==> src/rtl/wcs_pkg.sv <==
package wcs_pkg;
  typedef enum logic {
    CYC_PAGE  = 1'b0,
    CYC_ERASE = 1'b1
  } cyc_kind_e;
endpackage

==> src/rtl/wcs_cycle_tracker.sv <==
module wcs_cycle_tracker
  import wcs_pkg::*;
#(
  parameter int DATA_W = 8
) (
  input  logic              clk_i,
  input  logic              rst_ni,
  input  logic              busy_i,
  input  logic              erase_i,
  input  logic [DATA_W-1:0] last_byte_i,
  output logic              start_o,
  output cyc_kind_e         kind_o,
  output logic [DATA_W-1:0] last_o
);
  logic              busy_q;
  cyc_kind_e         kind_q;
  logic [DATA_W-1:0] last_q;

  assign start_o = busy_i && !busy_q;
  // capture applies to a read in the start cycle itself
  assign kind_o  = start_o ? cyc_kind_e'(erase_i) : kind_q;
  assign last_o  = start_o ? last_byte_i : last_q;

  always_ff @(posedge clk_i or negedge rst_ni) begin
    if (!rst_ni) begin
      busy_q <= 1'b0;
      kind_q <= CYC_PAGE;
      last_q <= '0;
    end else begin
      busy_q <= busy_i;
      if (start_o) begin
        kind_q <= cyc_kind_e'(erase_i);
        last_q <= last_byte_i;
      end
    end
  end


  captured_stable_chk: assert property (@(posedge clk_i) disable iff (!rst_ni)
    (busy_i && !start_o) |=> (busy_i && !start_o) -> ($stable(kind_q) && $stable(last_q)));
endmodule

==> src/rtl/wcs_toggle.sv <==
module wcs_toggle (
  input  logic clk_i,
  input  logic rst_ni,
  input  logic start_i,
  input  logic busy_i,
  input  logic rd_i,
  output logic tog_o
);
  logic tog_q, base, tog_d;

  assign base  = start_i ? 1'b0 : tog_q;
  assign tog_d = (rd_i && busy_i) ? ~base : base;
  assign tog_o = tog_d;

  always_ff @(posedge clk_i or negedge rst_ni) begin
    if (!rst_ni) tog_q <= 1'b0;
    else         tog_q <= tog_d;
  end


  idle_no_toggle_chk: assert property (@(posedge clk_i) disable iff (!rst_ni)
    (!rd_i && !start_i) |=> $stable(tog_q));

  first_read_one_chk: assert property (@(posedge clk_i) disable iff (!rst_ni)
    (start_i && rd_i) |=> tog_q);
endmodule

==> src/rtl/wcs_encoder.sv <==
module wcs_encoder
  import wcs_pkg::*;
#(
  parameter int DATA_W     = 8,
  parameter int POLL_BIT   = 7,
  parameter int TOGGLE_BIT = 6
) (
  input  logic              busy_i,
  input  cyc_kind_e         kind_i,
  input  logic [DATA_W-1:0] last_i,
  input  logic              tog_i,
  input  logic [DATA_W-1:0] array_i,
  output logic [DATA_W-1:0] data_o
);
  logic [DATA_W-1:0] status;

  always_comb begin
    status             = '0;
    status[TOGGLE_BIT] = tog_i;
    if (kind_i == CYC_PAGE) status[POLL_BIT] = ~last_i[POLL_BIT];
  end

  // single select for the whole byte
  assign data_o = busy_i ? status : array_i;
endmodule

==> src/rtl/wcs_responder.sv <==
module wcs_responder
  import wcs_pkg::*;
#(
  parameter int DATA_W     = 8,
  parameter int POLL_BIT   = 7,
  parameter int TOGGLE_BIT = 6
) (
  input  logic              clk_i,
  input  logic              rst_ni,
  input  logic              busy_i,
  input  logic              erase_i,
  input  logic [DATA_W-1:0] last_byte_i,
  input  logic              rd_i,
  input  logic [DATA_W-1:0] array_data_i,
  output logic [DATA_W-1:0] rd_data_o,
  output logic              rd_valid_o
);
  localparam int STATUS_BITS = 2;
  initial begin
    if (POLL_BIT == TOGGLE_BIT || POLL_BIT >= DATA_W || TOGGLE_BIT >= DATA_W
        || DATA_W < STATUS_BITS)
      $error("wcs_responder: bad bit positions");
  end

  logic              start;
  cyc_kind_e         kind;
  logic [DATA_W-1:0] last_sel;
  logic              tog;
  logic [DATA_W-1:0] enc_data;

  wcs_cycle_tracker #(.DATA_W(DATA_W)) u_track (
    .clk_i       (clk_i),
    .rst_ni      (rst_ni),
    .busy_i      (busy_i),
    .erase_i     (erase_i),
    .last_byte_i (last_byte_i),
    .start_o     (start),
    .kind_o      (kind),
    .last_o      (last_sel)
  );

  wcs_toggle u_tog (
    .clk_i   (clk_i),
    .rst_ni  (rst_ni),
    .start_i (start),
    .busy_i  (busy_i),
    .rd_i    (rd_i),
    .tog_o   (tog)
  );

  wcs_encoder #(.DATA_W(DATA_W), .POLL_BIT(POLL_BIT), .TOGGLE_BIT(TOGGLE_BIT)) u_enc (
    .busy_i  (busy_i),
    .kind_i  (kind),
    .last_i  (last_sel),
    .tog_i   (tog),
    .array_i (array_data_i),
    .data_o  (enc_data)
  );

  always_ff @(posedge clk_i or negedge rst_ni) begin
    if (!rst_ni) begin
      rd_data_o  <= '0;
      rd_valid_o <= 1'b0;
    end else begin
      rd_valid_o <= rd_i;
      if (rd_i) rd_data_o <= enc_data;
    end
  end


  rd_valid_chk: assert property (@(posedge clk_i) disable iff (!rst_ni)
    rd_i |=> rd_valid_o);

  no_spurious_valid_chk: assert property (@(posedge clk_i) disable iff (!rst_ni)
    !rd_i |=> !rd_valid_o);

  idle_passthru_chk: assert property (@(posedge clk_i) disable iff (!rst_ni)
    (rd_i && !busy_i) |=> rd_data_o == $past(array_data_i));

  poll_bit_chk: assert property (@(posedge clk_i) disable iff (!rst_ni)
    (rd_i && busy_i && kind == CYC_PAGE) |=> rd_data_o[POLL_BIT] == ~$past(last_sel[POLL_BIT]));

  erase_no_poll_chk: assert property (@(posedge clk_i) disable iff (!rst_ni)
    (rd_i && busy_i && kind == CYC_ERASE) |=> !rd_data_o[POLL_BIT]);
endmodule

==> config.mk <==
export PLATFORM = sky130hd
export DESIGN_NAME = wcs_responder
export DESIGN_NICKNAME = d
export VERILOG_FILES = /design/src/rtl/wcs_pkg.sv /design/src/rtl/wcs_cycle_tracker.sv /design/src/rtl/wcs_toggle.sv /design/src/rtl/wcs_encoder.sv /design/src/rtl/wcs_responder.sv
export SDC_FILE = /design/constraint.sdc
export NUM_CORES = 1
export LEC_CHECK = 0
export ABC_AREA = 0
export ABC_CLOCK_PERIOD_IN_PS = 900
export BUFFER_PORTS_ARGS = -buffer_cell sky130_fd_sc_hd__clkbuf_2
export CORE_UTILIZATION = 36
export CTS_CLUSTER_DIAMETER = 60
export CTS_CLUSTER_SIZE = 12
export DETAILED_ROUTE_END_ITERATION = 16
export GPL_ROUTABILITY_DRIVEN = 0
export PLACE_DENSITY_LB_ADDON = 0.1
export SLEW_MARGIN = 20
export SYNTH_ARGS = -nofsm -noshare
export SYNTH_HDL_FRONTEND = slang
export SYNTH_SLANG_ARGS = --single-unit
==> constraint.sdc <==
create_clock -name clk_i -period 0.9 [get_ports clk_i]
set_input_delay 0.09 -clock clk_i [delete_from_list [all_inputs] [get_ports clk_i]]
set_output_delay 0.09 -clock clk_i [all_outputs]
set_load 0.005 [all_outputs]
Word-level counts from Yosys, hierarchy flattened:

Index checks and enable logic that the tools add are counted.

* register bits: 20
* output and inout port bits: 9
* logic and storage cells: 18

* multiplexer cells: 6
* bitwise gates (word level): 2
* reductions and logical operators: 3

Operators with widths (number)
* $mux 8: 2
* $mux 1: 4
* $logic_and 1x1->1: 2
* $not 1->1: 2
* $logic_not 1->1: 1

Logic depth before layout (Yosys ltp):

* word-level depth: 6
* depth in mapped cells: 3
* mapped depth without buffers: 3

Modules after synthesis:

From an unflattened synthesis, not the netlist that was laid out.

* cell total of the unflattened synthesis: 53
* area total of the unflattened synthesis: 900.9 µm²

By module, submodules not included
* wcs_cycle_tracker: times used 1, cells each 22, area each 414.1 µm², sequential area each 250.2 µm²
* wcs_responder: times used 1, cells each 18, area each 356.6 µm², sequential area each 225.2 µm²
* wcs_encoder: times used 1, cells each 9, area each 78.8 µm², sequential area each 0.0 µm²
* wcs_toggle: times used 1, cells each 4, area each 51.3 µm², sequential area each 25.0 µm²

Least setup slack after synthesis:

OpenSTA, ideal clock, no wires.

* path type: reg-to-reg
* from: reg u_track.busy_q
* to: reg u_track.kind_q
* setup time: 0.125 ns
* arrival: 0.838 ns
* required time: 0.775 ns
* setup slack: -0.062 ns
* cell stages (with the launch flop): 3
* path buffers: 0
* period minus slack after synthesis: 0.962 ns
* cells stage by stage: dfrtp_1 -> nand2b_1 -> mux2_2

* cells in the longest elaborated chain, start to end: 3

RTL lines
* from (decl): RTL line wcs_cycle_tracker.sv:15 `logic busy_q;`
* from (signal assigned): RTL line wcs_cycle_tracker.sv:30 `busy_q <= busy_i;`
* $logic_not 1->1: RTL line wcs_cycle_tracker.sv:19 `assign start_o = busy_i && !busy_q;`
* $logic_and 1x1->1: RTL line wcs_cycle_tracker.sv:19
* $mux 1
* named net kind: RTL line wcs_responder.sv:26 `cyc_kind_e kind;`
* to (signal assigned): RTL line wcs_cycle_tracker.sv:32 `kind_q <= cyc_kind_e'(erase_i);`
* to (decl): RTL line wcs_cycle_tracker.sv:16 `cyc_kind_e kind_q;`

The timed path passes the listed nets, and every way through them passes these cells.
A chain may end at the register's enable or synchronous reset.

Final worst setup path:

Ends and elaborated chain as after synthesis.

==> impl_metrics.yaml <==
finish:
  fillers: 126
  drive_gt1_share_pct: 39.8
  final_util_pct: 55.8
  register_area_um2: 325
  final_nets: 105
  fin_cells: 98
  areaGrowthSynthToFinish_pct: 41.3
  finalInstanceArea_um2: 736
  multi_input_area_um2: 171
  num_antenna_cells: 0
placement:
  placed_cell_area_um2: 682
  io_buffers: 22
  dp_hpwl_um: 701
  place_inst: 91
logic_synthesis:
  synth_most_common_cell: "dfrtp_1"
  synth_seq_cells: 13
  ys_warn_count: 0
  ys_top_cells_by_area: "dfrtp_1 (63%), o21ai_0 (8.7%), inv_1 (5.0%)"
  syn_nets: 72
  syn-cell-area_um2: 520
  synth-edff-count: 0
  synth_top_area_share_pct: 62.5
  syn_avg_cell_area_um2: 10.2
  synth_commonest_cells: "dfrtp_1 (13), o21ai_0 (9), inv_1 (7)"
  ys_types: 15
  synth-main-ff-cell: "dfrtp_1"
  yosys.area.top_type: "dfrtp_1"
  synthArstFlopShare_pct: 100
  synth-seq-area-share_pct: 62.5
  synthCells: 51
critical_path:
  path_class: "reg -> reg"
  end_kind: "flop"
  crit_required_ns: 1.06
  crit_path_max_fanout: 4
  rr_endpoint: "u_track.kind_q$_DFF_PN0_"
  cp.arrival_ns: 1.11
  startpoint_type: "flop"
  rr_worst_depth: 2
  r2r_slack_ns: -0.06
  worstReg2RegStart: "u_track.busy_q$_DFF_PN0_"
run_status:
  violations: "negative setup slack"
  run_status: "complete, but fails checks"
timing:
  finalSetupTns_ns: -0.112
  hold_viol: 0
  min_period_ns: 0.956
  worst_pin_slew_ns: 0.419
  slew_headroom_pct: 72.0
  timing.final.ws_setup_ns: -0.0561
  period_share_pct: 106
  clock_skew_ns: 0.00307
  grt_setup_unrepaired: "yes"
  hold-worst-slack_ns: 0.0311
  setup_violations: 2
  drv_slew: 0
  max_freq_ghz: 1.05
global_routing:
  grtUsageMet1_pct: 17.7
  met3_usage_pct: 5.56
  antenna_found_initial: 0
  track_usage_pct: 14.4
  grt.overflow.total: 0
  grtUsageMet2_pct: 21.4
  grt_pass1_vias: 358
  grt_pass1_wl_mm: 1.48
  grt-busiest-layer: "met2"
  grt_max_degree: 14
route:
  wirelength_um: 945
  vias: 452
  first_iter_violations: 8
  detail-route-antenna-nets: 0
  dr.pass1.iters: 4
  vias_per_cell: 4.61
  drc: 0
  wire_per_inst_um: 9.64
clock_tree:
  cts.root.buffer_cell: "clkbuf_4"
  cts_tree: "done"
  h-tree-depth: 1
  cts_made_buffers: 3
  clk_path_buf_depth: 2
  clk_latency_ns: 0.26
  cts_num_sinks: 13
  clk_pin_slew_ns: 0.08
power_and_ir_drop:
  powerDensity_nw_per_um2: 1650
  p_leak_nw: 0.381
  ir_worst_vdd_v: 0.000808
floorplan:
  num_rows: 13
  core_um2: 1320
  die_w_um: 40.0
  pin_count: 30
  floorplan.initialDensity_pct: 39.5
  die-area_um2: 1600
  die_y_um: 40.0
worst_hold_path:
  holdPathEnd: "rd_data_o[4]$_DFFE_PN0P_"
  holdCritStartpoint: "array_data_i[4]"
  whs_path_depth: 3
  holdCritPathClass: "in -> reg"
run:
  maxCapViolCount: 0
cell families after synthesis:
family	synth area share (%)
AOI/OAI and AO/OA	13.9
buffers and inverters	6.01
DFF	62.5
muxes	4.33
and+or+nand+nor	13.2
repair_timing:
item / CTS / global route
hold buffers: 2 / 0
gates resized for setup: 2 / 0
buffers inserted: 0 / 1
endpoints found under the setup margin: 4 / 7
cloned: 0 / 0
pin swaps: 0 / 1
endpoints found under the hold margin: 14 / 0
metal layers:
layer,wire length [um],up-vias
li1,-,232
met1,449,198
met2,426,22
met5,0,-
met3,69,0
met4,0,0
per-stage QoR:
step	worst slack (ns)	total power [mW]
3_3_place_gp	-0.0536	0.860
3_5_place_dp	-0.0529	0.865
4_1_cts	-0.0638	1.23
6_report	-0.0561	1.21
2_1_floorplan	-0.0581	0.756
5_1_grt	-0.0933	1.29
flip-flops by register name, summed over array words and instances, names as in the netlist:
register	cells
u_tog.tog_q	1
rd_valid_o	1
u_track.busy_q	1
u_track.last_q	1
u_track.kind_q	1
rd_data_o	8
worst max-delay path by stage:
stage | to | slack, ns | from
2_1_floorplan | u_track.kind_q$_DFF_PN0_ | -0.06 | u_track.busy_q$_DFF_PN0_
6_report | u_track.kind_q$_DFF_PN0_ | -0.06 | u_track.busy_q$_DFF_PN0_
3_3_place_gp | u_track.kind_q$_DFF_PN0_ | -0.05 | u_track.busy_q$_DFF_PN0_
5_1_grt | u_track.last_q[7]$_DFF_PN0_ | -0.09 | u_track.busy_q$_DFF_PN0_
4_1_cts | u_track.last_q[7]$_DFF_PN0_ | -0.06 | u_track.busy_q$_DFF_PN0_
3_5_place_dp | u_track.last_q[7]$_DFF_PN0_ | -0.05 | u_track.busy_q$_DFF_PN0_
where the power goes:
group          switching (mW)  internal (mW)  total, mW
Sequential             0.0286          0.640      0.669
Combinational          0.0889          0.108      0.197
Clock                   0.174          0.171      0.345
Total                   0.291          0.920       1.21
critical path: stages (launching register included):
cell and delay, ns:
dfrtp_1 0.38, nand2b_4 0.14, mux2_2 0.32
area by class of cell:
cell class	instances	share of cell area (%)
sequential	13	44.2
multi-input combinational	30	23.3
timing repair buffer	29	22.8
clock buffer	4	3.57
inverter	7	3.57
tap	15	2.55
cells in the final DEF, fill, tap and decap left out, types with 3 or more instances in the layout:
| master | n |
|---|---|
| inv_1 | 7 |
| o21ai_0 | 7 |
| nand2_1 | 6 |
| clkbuf_4 | 3 |
| a21oi_1 | 4 |
| dfrtp_1 | 13 |
| buf_4 | 5 |
| clkbuf_2 | 22 |
Power figures use the tool's default switching activity.
